### src/rtl/line_timer_pkg.sv
package line_timer_pkg;
  typedef enum logic {
    GRP_TEN     = 1'b0,
    GRP_SIXTEEN = 1'b1
  } grp_kind_e;

  localparam int unsigned FIXED_OVH = 4;
endpackage

### src/rtl/rst_sync.sv
module rst_sync (
  input  logic clk,
  input  logic rst_n,
  output logic rst_n_sync
);
  logic s1_q;

  always_ff @(posedge clk or negedge rst_n) begin
    if (!rst_n) begin
      s1_q       <= 1'b0;
      rst_n_sync <= 1'b0;
    end else begin
      s1_q       <= 1'b1;
      rst_n_sync <= s1_q;
    end
  end
endmodule

### src/rtl/roi_align.sv
module roi_align
  import line_timer_pkg::*;
#(
  parameter int COL_W = 12,
  parameter int CW    = 13,
  parameter int GRP_A = 10,
  parameter int GRP_B = 16
) (
  input  grp_kind_e          kind,
  input  logic [COL_W-1:0]   first_col,
  input  logic [COL_W-1:0]   last_col,
  output logic [COL_W-1:0]   start_grp,
  output logic [CW-1:0]      num_grp
);
  logic [COL_W-1:0] s_lane [2];
  logic [COL_W-1:0] e_lane [2];
  logic [COL_W-1:0] end_grp;

  for (genvar g = 0; g < 2; g++) begin : g_lane
    localparam int GSZ = (g == 0) ? GRP_A : GRP_B;
    assign s_lane[g] = first_col / COL_W'(GSZ);
    assign e_lane[g] = last_col / COL_W'(GSZ);
  end

  always_comb begin
    start_grp = s_lane[kind];
    if (last_col < first_col) begin
      end_grp = start_grp;
    end else begin
      end_grp = e_lane[kind];
    end
    num_grp = CW'(end_grp) - CW'(start_grp) + CW'(1);
  end
endmodule

### src/rtl/period_sel.sv
module period_sel #(
  parameter int CW    = 13,
  parameter int PER_W = 12,
  parameter int OVH   = 4
) (
  input  logic [CW-1:0]    num_grp,
  input  logic [PER_W-1:0] period_req,
  output logic [CW-1:0]    period_eff,
  output logic             at_min
);
  logic [CW-1:0] min_p;
  logic [CW-1:0] req_w;

  always_comb begin
    min_p = num_grp + CW'(OVH);
    req_w = CW'(period_req);
    if (req_w > min_p) begin
      period_eff = req_w;
      at_min     = 1'b0;
    end else begin
      period_eff = min_p;
      at_min     = 1'b1;
    end
  end
endmodule

### src/rtl/line_seq.sv
module line_seq #(
  parameter int COL_W = 12,
  parameter int CW    = 13
) (
  input  logic             clk,
  input  logic             rst_n,
  input  logic             en,
  input  logic [COL_W-1:0] start_grp,
  input  logic [CW-1:0]    num_grp,
  input  logic [CW-1:0]    period_eff,
  input  logic             at_min,
  output logic             lval,
  output logic [COL_W-1:0] grp_addr,
  output logic             line_start,
  output logic             min_flag
);
  logic             active_q, active_d;
  logic [CW-1:0]    cnt_q, cnt_d;
  logic [COL_W-1:0] addr_q, addr_d;
  logic [CW-1:0]    ng_q;
  logic [CW-1:0]    per_q;
  logic             flag_q;
  logic             boundary;
  logic             load;

  always_comb begin
    boundary = !active_q || (cnt_q == per_q - CW'(1));
    load     = boundary && en;
    active_d = active_q;
    cnt_d    = cnt_q;
    addr_d   = addr_q;
    if (boundary) begin
      active_d = en;
      if (en) begin
        cnt_d  = '0;
        addr_d = start_grp;
      end
    end else begin
      cnt_d = cnt_q + CW'(1);
      if ((cnt_q + CW'(1)) < ng_q) begin
        addr_d = addr_q + COL_W'(1);
      end
    end
  end

  always_ff @(posedge clk or negedge rst_n) begin
    if (!rst_n) begin
      active_q <= 1'b0;
      cnt_q    <= '0;
      addr_q   <= '0;
    end else begin
      active_q <= active_d;
      cnt_q    <= cnt_d;
      addr_q   <= addr_d;
    end
  end

  always_ff @(posedge clk or negedge rst_n) begin
    if (!rst_n) begin
      ng_q   <= '0;
      per_q  <= '0;
      flag_q <= 1'b0;
    end else if (load) begin
      ng_q   <= num_grp;
      per_q  <= period_eff;
      flag_q <= at_min;
    end
  end

  assign lval       = active_q && (cnt_q < ng_q);
  assign line_start = active_q && (cnt_q == '0);
  assign grp_addr   = addr_q;
  assign min_flag   = flag_q;
endmodule

### src/rtl/line_timer.sv
module line_timer
  import line_timer_pkg::*;
#(
  parameter int COL_W = 12,
  parameter int PER_W = 12,
  parameter int GRP_A = 10,
  parameter int GRP_B = 16
) (
  input  logic             clk,
  input  logic             rst_n,
  input  logic             en,
  input  logic             sensor_sel,
  input  logic [COL_W-1:0] roi_first,
  input  logic [COL_W-1:0] roi_last,
  input  logic [PER_W-1:0] line_period,
  output logic             lval,
  output logic [COL_W-1:0] grp_addr,
  output logic             line_start,
  output logic             min_period_flag
);
  localparam int CW = ((COL_W > PER_W) ? COL_W : PER_W) + 1;

  logic             rst_n_i;
  logic [COL_W-1:0] start_grp;
  logic [CW-1:0]    num_grp;
  logic [CW-1:0]    period_eff;
  logic             at_min;

  rst_sync u_rst (
    .clk        (clk),
    .rst_n      (rst_n),
    .rst_n_sync (rst_n_i)
  );

  roi_align #(.COL_W(COL_W), .CW(CW), .GRP_A(GRP_A), .GRP_B(GRP_B)) u_align (
    .kind      (grp_kind_e'(sensor_sel)),
    .first_col (roi_first),
    .last_col  (roi_last),
    .start_grp (start_grp),
    .num_grp   (num_grp)
  );

  period_sel #(.CW(CW), .PER_W(PER_W), .OVH(FIXED_OVH)) u_per (
    .num_grp    (num_grp),
    .period_req (line_period),
    .period_eff (period_eff),
    .at_min     (at_min)
  );

  line_seq #(.COL_W(COL_W), .CW(CW)) u_seq (
    .clk        (clk),
    .rst_n      (rst_n_i),
    .en         (en),
    .start_grp  (start_grp),
    .num_grp    (num_grp),
    .period_eff (period_eff),
    .at_min     (at_min),
    .lval       (lval),
    .grp_addr   (grp_addr),
    .line_start (line_start),
    .min_flag   (min_period_flag)
  );
endmodule

### config.mk
export PLATFORM = sky130hd
export DESIGN_NAME = line_timer
export DESIGN_NICKNAME = d
export VERILOG_FILES = /design/src/rtl/line_timer_pkg.sv /design/src/rtl/rst_sync.sv /design/src/rtl/roi_align.sv /design/src/rtl/period_sel.sv /design/src/rtl/line_seq.sv /design/src/rtl/line_timer.sv
export SDC_FILE = /design/constraint.sdc
export NUM_CORES = 1
export LEC_CHECK = 0
export BUFFER_PORTS_ARGS = -buffer_cell sky130_fd_sc_hd__buf_2
export CORE_UTILIZATION = 47
export CTS_BUF_LIST = sky130_fd_sc_hd__clkbuf_4 sky130_fd_sc_hd__clkbuf_8
export CTS_CLUSTER_SIZE = 28
export DETAILED_ROUTE_END_ITERATION = 10
export GPL_TIMING_DRIVEN = 1
export PLACE_DENSITY_LB_ADDON = 0.25
export SYNTH_ARGS = -nofsm -noshare
export SYNTH_HDL_FRONTEND = slang
export SYNTH_SLANG_ARGS = --single-unit
### constraint.sdc
create_clock -name clk -period 3 [get_ports clk]
set_input_delay 0 -clock clk [delete_from_list [all_inputs] [get_ports clk]]
set_output_delay 0 -clock clk [all_outputs]
set_load 0.01 [all_outputs]
==> metrics.md <==
| Metric | Value |
|---|---|
| Sw Ratio | `0.4235` |
| Multi-input logic area | `about 6500 um^2` |
| Core Footprint | `approximately 15000 um^2` |
| Net Switching | `roughly 2.1 mW` |
| Max_slew headroom | `0.3582` |
| H-tree depth | `2` |
| # diodes | `0` |
| Failing checks | `negative setup slack` |
| Worst EP arrival | `6.45 ns` |
| EDFF count, synth | `0` |
| DRT iter0 DRCs | `approximately 500` |
| Largest family of logic cells by synthesized area | `compound AO/OA/AOI/OAI gates` |
| Mux cell area share after synthesis | `0.04385` |
| DIE AREA | `approximately 16000 um^2` |
| Register area | `~1400 um^2` |
| CTS root buf | `clkbuf_8` |
| Post-layout util | `0.7807` |
| Status | `finished with violations` |
| Seq cells post-synth | `55` |
| Crit path required time | `3.22 ns` |
| Row cnt | `between 40 and 50` |
| Post-DRT Antenna Nets | `0` |
| Setup_tns | `-57.95 ns` |
| PortBufs | `54` |
| Largest net degree at the start of global routing | `between 40 and 50` |
| Area contributors post-synth | `dfrtp_1, ha_1, o21ai_0` |
| Worst setup margin | `-3.239 ns` |
| Final RePlAce weighted congestion | `a little over 0.9` |
| Compound-Gate Fraction of Synth Area | `0.2778` |
| Synth top area share | `0.1922` |
| Clk pin slew, worst setup/hold paths | `0.10 ns` |
| Synth area leader | `dfrtp_1` |
| Cell variety after synth | `between 90 and 100` |
| Die Wd | `about 130 um` |
| Hold Path Class | `in -> reg` |
| Share of layout cells above drive strength 1 | `0.4830` |
| Asr flop ratio synth | `1.000` |
| Vias | `8467` |
| Slowest cell on the critical path | `a2111o_1` |
| Crit Path Class | `in -> reg` |
| Sequential Power Share | `0.153` |
| Synth Area per Inst | `a little under 8 um^2` |
| First-pass GRT wire length | `about 40 mm` |
| Delay-heaviest family, CP | `compound AO/OA/AOI/OAI gates` |
| Hold Fails Final Rpt | `0` |
| DR DRC count | `0` |
| Final setup fails | `46` |
| Tcrit/Tclk final | `2.080` |
| Clock skew | `between 0.01 and 0.015 ns` |
| Setup crit start kind | `primary input` |
| Die Y-Extent | `125.4 um` |
| Post-synth top flop | `dfrtp_1` |
| CTS Sinks | `55` |
| Pwr Density | `~430 nW/um^2` |
| Synthesized-area fraction occupied by adder cells | `0.1300` |
| Post-DR vias/cell | `approximately 6.0` |
| Post-Syn Instances | `900` |
| Fmax | `between 150 and 200 MHz` |
| Max incr delay on CP | `between 0.4 and 0.5 ns` |
| WL per Instance | `18.33 um` |
| Initial antenna violation count | `0` |
| Pins Over Slew Limit | `0` |
| Worst slew pin tran | `0.9627 ns` |
| Crit path capture type | `register` |
| Ports | `55` |
| Starting Density | `0.4872` |
| Post-Synth XOR/XNOR Area | `0.06709` |
| NumNets Final | `about 1300` |
| RSZ-0062 raised after global routing | `true` |
| Post-Syn Nets | `around 1000` |
| Total Wirelength | `between 20 and 30 mm` |
| Cell-internal power | `around 2.8 mW` |
| Leak | `about 5.4 nW` |
| CTS max path bufs | `2` |
| Worst skew pair latency | `around 0.34 ns` |
| Fin crit period | `approximately 6.2 ns` |
| Worst hold slack | `roughly 0.023 ns` |
| Worst vdd ir | `between 200 and 300 uV` |
| Dpl hpwl | `roughly 17 mm` |
| Post-Syn Area | `7162 um^2` |
| Syn. warnings | `0` |
| All-Layer GR Usage | `0.3025` |
| Critical path fanouts, max | `5` |
| Tot Pwr | `4.932 mW` |
| Comb pwr share | `0.753` |
| Synth-to-layout area growth | `60.24%` |
| Pre-antenna DRT Iters | `8` |
| Clock power share | `0.095` |
| Seq/Total Area, Yosys | `0.1922` |
| Gr ovfl total | `0` |
| Fillcell total | `slightly above 900` |
| Max cap viols | `0` |
| Number of CTS-inserted buffers | `5` |
| Vias in the first global route | `8267` |
| CTS tree | `yes` |
| DP Worst Slack | `-3.491 ns` |
| Synth Area in Simple Gates | `0.2238` |
| CP Buf/Inv Count | `8` |
-- tightest hold or removal path, delay by kind of cell --
family                 cells  cell delay [ns]
AOI/OAI and AO/OA          1             0.08
and+or+nand+nor            1             0.13
buffers and inverters      1             0.12
-- kinds of logic (layout without fill, tap and decap cells) --
group                      after synthesis  count (layout)
other                                    1               1
DFF                                     55              55
and+or+nand+nor                        301             301
adders and majority gates               74              74
xor gates and xnor gates                54              54
AOI/OAI and AO/OA                      280             280
buffers and inverters                  106             440
muxes                                   29              29
-- cells in the mapped netlist, types with 5 or more instances --
cell,instances
dfrtp_1,55
and3_1,15
o211ai_1,6
nand3b_1,6
a211o_1,5
or3_1,6
nand4_1,5
inv_1,43
mux2i_1,19
ha_1,68
o31ai_1,8
nor2b_1,12
and2_1,9
o21ai_0,64
buf_2,20
a21o_1,21
nor3b_1,7
nand3_1,25
o21bai_1,6
nor2_1,59
nor3_1,18
mux2_2,9
nand2_1,78
clkbuf_1,29
a21oi_1,44
o21ai_1,7
xnor2_1,29
xor2_1,24
nand2b_1,17
o21a_1,18
a31oi_1,13
nor4_1,12
a211oi_1,11
o22ai_1,9
buf_4,5
-- flip-flops by register name (all words and copies together) (netlist names) --
signal and flops:
u_seq.grp_addr 12, u_seq.active_q 1, u_seq.cnt_q 13, u_seq.per_q 13, u_rst.s1_q 1, u_seq.min_flag 1
u_seq.ng_q 13, u_rst.rst_n_sync 1
-- metal layers --
metal	GRT usage	vias to the layer above	share of wire	wire, um
met5	0	-	0	0
met1	0.3476	4087	0.38	9960
met4	0.1234	0	0.035	911
met2	0.5729	312	0.54	14010
li1	-	3975	-	-
met3	0.02482	93	0.043	1108
-- final cells by class --
cell class              instances  share of cell area
well taps                     184             0.02006
clock inverters                 3            0.002399
flip-flops and latches         55              0.1201
clock buffers                   5            0.005997
repair buffers                383              0.2698
inverters                      49             0.01657
multi-input cells             739              0.5650
-- power groups by stage --
| stage | sequential (mW) | combinational, mW | clock, mW |
|---|---|---|---|
| after detailed placement | 0.769 | 2.61 | 0 |
| final | 0.754 | 3.71 | 0.467 |
| after global placement | 0.769 | 2.56 | 0 |
| after CTS | 0.754 | 3.17 | 0.464 |
| after floorplan | 0.767 | 1.57 | 0 |
| after global routing | 0.756 | 3.92 | 0.498 |
-- timing repair --
action                                  CTS  global route
resized for setup                       148           127
endpoints found under the hold margin     9             0
pin swaps                                97            76
endpoints found under the setup margin   39            54
cloned                                    2             1
setup buffers                            42            22
hold buffers                              9             0
-- worst paths after layout --
path                             startpoint  depth (start not counted)  slack (ns)           endpoint
setup / recovery                roi_last[7]                         37       -3.24     u_seq.per_q[0]
min in group asynchronous  u_rst.rst_n_sync                          0        0.43  u_seq.grp_addr[5]
hold reg to reg                  u_rst.s1_q                          0        0.36   u_rst.rst_n_sync
max in group asynchronous  u_rst.rst_n_sync                          1        1.82     u_seq.per_q[4]
setup reg to reg             u_seq.cnt_q[0]                         16       -0.23  u_seq.grp_addr[2]
hold / removal               line_period[7]                          3        0.02     u_seq.per_q[7]
-- cells in the final DEF, fill, tap and decap left out, types with 7 or more instances in the layout --
| cell | count |
|---|---|
| a21o_1 | 21 |
| o22ai_1 | 7 |
| mux2_4 | 8 |
| nor3_1 | 11 |
| buf_6 | 45 |
| o21ai_1 | 16 |
| nand2b_1 | 15 |
| dfrtp_1 | 53 |
| a21oi_1 | 30 |
| buf_8 | 8 |
| o21a_1 | 16 |
| o21ai_2 | 20 |
| nor2b_1 | 8 |
| a21oi_2 | 15 |
| dlygate4sd3_1 | 9 |
| o21ai_0 | 35 |
| and3_1 | 15 |
| ha_1 | 62 |
| nor2_1 | 45 |
| xnor2_2 | 7 |
| buf_4 | 271 |
| nand2_1 | 68 |
| nand3_1 | 21 |
| xnor2_1 | 21 |
| nor2_2 | 8 |
| buf_2 | 44 |
| xor2_1 | 19 |
| nand2_2 | 7 |
| mux2i_1 | 18 |
| inv_1 | 39 |
| a31oi_1 | 10 |
-- metrics by stage --
stage,instances,cell area (um^2)
detailed placement,1337,9630
finish,1418,11480
floorplan,900,7531
global route,1418,11480
global placement,1337,9630
CTS,1396,10770
(Power assumes the default switching activity.)
